File: config.mk
export PLATFORM = sky130hd
export DESIGN_NAME = ifetch_prefetch_buf
export DESIGN_NICKNAME = d
export VERILOG_FILES = /design/src/rtl/ifetch_prefetch_buf.sv
export SDC_FILE = /design/constraint.sdc
export NUM_CORES = 1
export LEC_CHECK = 0
export ABC_AREA = 1
export BUFFER_PORTS_ARGS = -buffer_cell sky130_fd_sc_hd__buf_4
export CORE_MARGIN = 3
export CORE_UTILIZATION = 53
export DETAILED_ROUTE_END_ITERATION = 8
export PLACE_DENSITY = 0.79
export SYNTH_ARGS = -nofsm -noshare
export SYNTH_HDL_FRONTEND = slang
export SYNTH_SLANG_ARGS = --single-unit
File: constraint.sdc
create_clock -name clk -period 6.6 [get_ports clk]
set_clock_uncertainty 0.1 [all_clocks]
set_input_delay 1.32 -clock clk [delete_from_list [all_inputs] [get_ports clk]]
set_output_delay 1.32 -clock clk [all_outputs]
set_load 0.005 [all_outputs]
File: src/rtl/ifetch_prefetch_buf.sv
module ifetch_prefetch_buf #(
  parameter int ADDR_W = 10,
  parameter int WORD_W = 32
) (
  input  logic                  clk,
  input  logic                  rst_n,
  input  logic                  cache_req,
  input  logic [ADDR_W-1:0]     cache_addr,
  output logic                  cache_stall,
  output logic [2*WORD_W-1:0]   cache_data,
  output logic                  mem_req,
  output logic [ADDR_W-1:0]     mem_addr,
  input  logic                  mem_wait,
  input  logic [2*WORD_W-1:0]   mem_data
);
  localparam int LINE_W = 2 * WORD_W;
  localparam int HALVES = 2;

  logic                busy_q;
  logic                beat_q;
  logic [ADDR_W-1:0]   base_q;
  logic [HALVES-1:0]   vld_q;
  logic [ADDR_W-1:0]   tag_q  [HALVES];
  logic [LINE_W-1:0]   line_q [HALVES];
  logic [HALVES-1:0]   match;

  for (genvar h = 0; h < HALVES; h++) begin : g_cmp
    assign match[h] = vld_q[h] && (tag_q[h] == cache_addr);
  end

  wire hit   = |match;
  wire start = cache_req && !busy_q && !hit;
  wire take  = busy_q && !mem_wait;

  assign cache_data  = match[1] ? line_q[1] : line_q[0];
  assign cache_stall = cache_req && (busy_q || !hit);
  assign mem_req     = busy_q;
  assign mem_addr    = base_q;

  always_ff @(posedge clk) begin
    if (!rst_n) begin
      busy_q <= 1'b0;
      beat_q <= 1'b0;
      vld_q  <= '0;
      base_q <= '0;
    end else if (start) begin
      busy_q <= 1'b1;
      beat_q <= 1'b0;
      vld_q  <= '0;
      base_q <= {cache_addr[ADDR_W-1:1], 1'b0};
    end else if (take) begin
      vld_q[beat_q] <= 1'b1;
      beat_q        <= ~beat_q;
      if (beat_q) busy_q <= 1'b0;
    end
  end

  always_ff @(posedge clk) begin
    if (take) begin
      line_q[beat_q] <= mem_data;
      tag_q[beat_q]  <= {base_q[ADDR_W-1:1], beat_q};
    end
  end
endmodule

Word level (Yosys, flattened, before mapping) --
Memories as Yosys holds them, arrays and structs flattened. Cells that the tools add are included. W data, S select, Z words.
Operators by class: magnitude comparators 2, equality and inequality tests 2, multiplexer cells 8, bitwise logic cells 3, reduce and logical (&&, ||, !) cells 16
Operators with widths (number):
- $mux W64 | 1
- $eq A10 B10 Y1 | 2
- $logic_and A1 B1 Y1 | 7
- $mux W1 | 6
- $reduce_bool A2 Y1 | 2
- $reduce_or A2 Y1 | 2
- $logic_not A1 Y1 | 3
- $lt A1 B2 Y1 const B | 1
- $not A1 Y1 | 2
- $or A2 B2 Y2 | 1
- $reduce_and A2 Y1 | 1
- $demux W1 S1 | 1
- $ge A1 B1 Y1 const B | 1
- $logic_or A1 B1 Y1 | 1
Word-level totals: register bits after elaboration 13, bits in writable memories 148, input port bits 78, logic and storage cells 37, memories kept 2
Memories:
- line_q | depth 2, width 64, rd ports 2, clocked after Yosys merged registers in 0, wr ports 1, RTL line 24 | logic [LINE_W-1:0] line_q [HALVES];
- tag_q | depth 2, width 10, rd ports 2, clocked after Yosys merged registers in 0, wr ports 1, RTL line 23 | logic [ADDR_W-1:0] tag_q [HALVES];

Depth between registers and ports, before layout --
An unclocked memory read counts as a cell.
depth after elaboration 8, depth in mapped cells 12

Worst setup path after synthesis --
OpenSTA, ideal clock, no wires.
path kind input port to flip-flop, from input port mem_wait, to register busy_q, in the netlist mem_req, arrival 5.038 ns, slack 1.338 ns, stages 6, buffers on the path 0, path through nor2_1 inv_1 nor2_1 inv_1 nand2_1 a21boi_0
Between the ends: word-level cells in the longest chain between the ends 4
RTL lines:
- start, declared | RTL line 13 | input logic mem_wait,
- $logic_not A1 Y1 | RTL line 33 | wire take = busy_q && !mem_wait;
- $logic_and A1 B1 Y1 | RTL line 33
- $reduce_bool A2 Y1 (no line)
- $reduce_and A2 Y1 (no line)
- end signal, assigned | RTL line 42 | busy_q <= 1'b0;
- end signal, assigned | RTL line 47 | busy_q <= 1'b1;
- end signal, assigned | RTL line 54 | if (beat_q) busy_q <= 1'b0;
- end, declared | RTL line 19 | logic busy_q;
Every way passes these cells. A chain may end at the register's enable or synchronous reset.

Worst setup path in the final report --
from input port cache_addr[1], to output port cache_data[18]
Between the ends: word-level cells in the longest chain between the ends 3
RTL lines:
- start, declared | RTL line 8 | input logic [ADDR_W-1:0] cache_addr,
- $eq A10 B10 Y1 | RTL line 28 | assign match[h] = vld_q[h] && (tag_q[h] == cache_addr);
- $logic_and A1 B1 Y1 | RTL line 28
- $mux W64 | RTL line 35 | assign cache_data = match[1] ? line_q[1] : line_q[0];
- end, declared | RTL line 10 | output logic [2*WORD_W-1:0] cache_data,
Every way passes these cells.

==> results.json <==
{
  "synth.avg_cell_area_sq_um": 11.8,
  "netlist_area_sq_um": 6420,
  "ys_seq_area_frac": 0.733,
  "insertion_delay_ns": 0.41,
  "slew_headroom": 0.309,
  "cts_buffer_depth": 2,
  "period_minus_slack_ns": 4.81,
  "fin_util": 0.704,
  "layout_setup_ws_ns": 1.79,
  "design_area_sq_um": 8180,
  "cts_root_buffer": "clkbuf_16",
  "min_from": "vld_q[1]",
  "min_to": "vld_q[1]",
  "drtAntennaViolNets": 0,
  "wirelength_um": 13700,
  "cp.arrival_ns": 3.39,
  "syn_inst": 545,
  "layout_commonest_cell": "buf_4",
  "rows": 39,
  "fp.dieH_um": 116,
  "cts_tree": "yes",
  "synth_nets": 623,
  "rsz0062_at_grt": "false",
  "finalMaxSlewViolations": 0,
  "grt_overflow": 0,
  "seqPwrFrac": 0.510,
  "r2r_slack_ns": 3.90,
  "hold_class": "reg2reg",
  "postCtsSetupRepairBufs": 0,
  "worstHoldPathCells": 2,
  "gp_congestion": 0.863,
  "max_stage_delay_ns": 0.69,
  "wl_per_cell_um": 16.1,
  "drt_iter0_drc": 287,
  "critPathBufInv": 4,
  "ys_seq_elements": 161,
  "vias": 4445,
  "synth_top_area_cell": "edfxtp_1",
  "crit_chain": "buf_4, inv_1, nand2_1, nand2_1, nor2_1, nand2_1, nor2_4, nand2_2, buf_4, nor2_1, nor2_1, buf_4",
  "drive_gt1_frac": 0.277,
  "ys_async_sr_fraction": 0,
  "synth_cell_types": 22,
  "clkPwrFrac": 0.427,
  "grt_pass1_wl_um": 21000,
  "cts.repair.resized": 0,
  "core-area_sq_um": 11600,
  "syn2layout_area_growth_pct": 27.4,
  "ir_drop_mv": 0.151,
  "ctsHoldBuffers": 0,
  "p_int_w": 0.00181,
  "place_ws_ns": 1.80,
  "r2r_start": "mem_req",
  "antenna_found_initial": 0,
  "finalSetupViolCount": 0,
  "grt.total_usage": 0.204,
  "ys.flop_type": "edfxtp_1",
  "crit_fanout": 47,
  "cts_made_buffers": 17,
  "start_util": 0.553,
  "r2r-end": "mem_req",
  "critPathKind": "in2out",
  "crit_path_start": "cache_addr[1]",
  "placed_area_sq_um": 7590,
  "fmax_ghz": 0.208,
  "synth.area.top_cells": "edfxtp_1 (69%), nor2_1 (8.9%), a21oi_1 (5.4%)",
  "grt_max_degree": 65,
  "synth_enable_flop_cells": 148,
  "drc": 0,
  "nets": 773,
  "p_comb_frac": 0.062,
  "avgViaCountPerCell": 5.22,
  "powerDensity_nw_per_um2": 277,
  "worst-r2r-cell-count": 8,
  "yosysWarnings": 0,
  "dp_hpwl_um": 8700,
  "die-area_sq_um": 13500,
  "h-tree-depth": 4,
  "run_status": "finished clean",
  "mostFrequentLayoutCells": "buf_4 (157), nor2_1 (149), edfxtp_1 (148)",
  "p_sw_frac": 0.203,
  "p_leak_nw": 3.40,
  "n_antenna_cell": 0,
  "numPortBuffers": 152,
  "fp.dieW_um": 116,
  "timing.setup.tns_ns": 0,
  "start_kind": "input port",
  "finalHoldViolCount": 0,
  "worstPathRequired_ns": 5.18,
  "grt_pass1_vias": 4349,
  "finalCritPeriodShare": 0.728,
  "io_pins": 154,
  "path_clk_slew_ns": 0.06,
  "net-switching-power_w": 0.000460,
  "worst_pin_slew_ns": 1.03,
  "endpoint_kind": "output pin",
  "maxCapViolations": 0,
  "slowest_stage": "nand2_2",
  "clock_sinks": 161,
  "dr.pass1.iters": 5,
  "synth_top_area_share": 0.692,
  "critPathTopFamily": "simple AND/OR/NAND/NOR gates"
}
==> stage by stage <==
step	hold WS, ns	total power [W]	instances
after floorplan	0.328	0.00123	545
after global placement	0.342	0.00131	819
after detailed placement	0.348	0.00132	819
after CTS	0.356	0.00229	851
after global routing	0.383	0.00234	851
final	0.357	0.00227	851
==> layout make-up <==
type / count / area (sq um)
flip-flops and latches: 161 / 4700
fillers: 812 / 3430
multi-input cells: 307 / 1340
repair buffers: 157 / 1180
clock buffers: 18 / 429
inverters: 51 / 191
well taps: 143 / 179
clock inverters: 14 / 164
==> worst min-delay path, delay by kind of cell (launching register included) <==
| family | cells | cell delay [ns] |
|---|---|---|
| buf+inv | 1 | 0.06 |
| flops | 1 | 0.30 |
| compound gates | 1 | 0.06 |
==> metal layers <==
metal / up-vias / wire [um] / global-route usage
met3: 14 / 1060 / 0.0554
li1: 2128 / - / -
met2: 193 / 6940 / 0.341
met5: - / 0 / 0
met4: 0 / 146 / 0.0588
met1: 2110 / 5580 / 0.264
==> state kept, by name, summed over array words and instances (netlist names) <==
signal,count
line_q,128
tag_q,20
mem_req,1
beat_q,1
mem_addr,9
vld_q,2
==> synthesized netlist by cell type (2+ instances only) <==
cell and number:
buf_4 3, nor2_1 152, dfxtp_1 13, a21oi_1 69, edfxtp_1 148, xnor2_1 3, inv_2 3, buf_6 13
buf_2 9, inv_1 48, nand4_1 11, nand2_2 2, nand2_1 62
==> worst max path at each step <==
stage,end,slack [ns],cells after the start
after floorplan,mem_req,1.34,6
after global placement,cache_data[18],1.85,12
after detailed placement,cache_data[18],1.80,12
after CTS,cache_data[31],1.79,12
after global routing,cache_data[18],1.60,12
final,cache_data[18],1.79,12
==> logic make-up (layout without fill, tap and decap cells) <==
| family | Yosys count | in the layout | synth area share |
|---|---|---|---|
| buf+inv | 77 | 240 | 0.0637 |
| flops | 161 | 161 | 0.733 |
| simple gates | 231 | 231 | 0.142 |
| other cells | 1 | 1 | 0.000584 |
| compound gates | 72 | 72 | 0.0567 |
| xor+xnor | 3 | 3 | 0.00409 |
==> power by group through the flow <==
stage / sequential [W] / combinational, W / clock (W)
2_1_floorplan: 0.00118 / 0.0000530 / 0
3_3_place_gp: 0.00118 / 0.000136 / 0
3_5_place_dp: 0.00118 / 0.000141 / 0
4_1_cts: 0.00116 / 0.000142 / 0.000986
5_1_grt: 0.00116 / 0.000156 / 0.00103
6_report: 0.00116 / 0.000141 / 0.000969
Power figures use the tool's default switching activity.
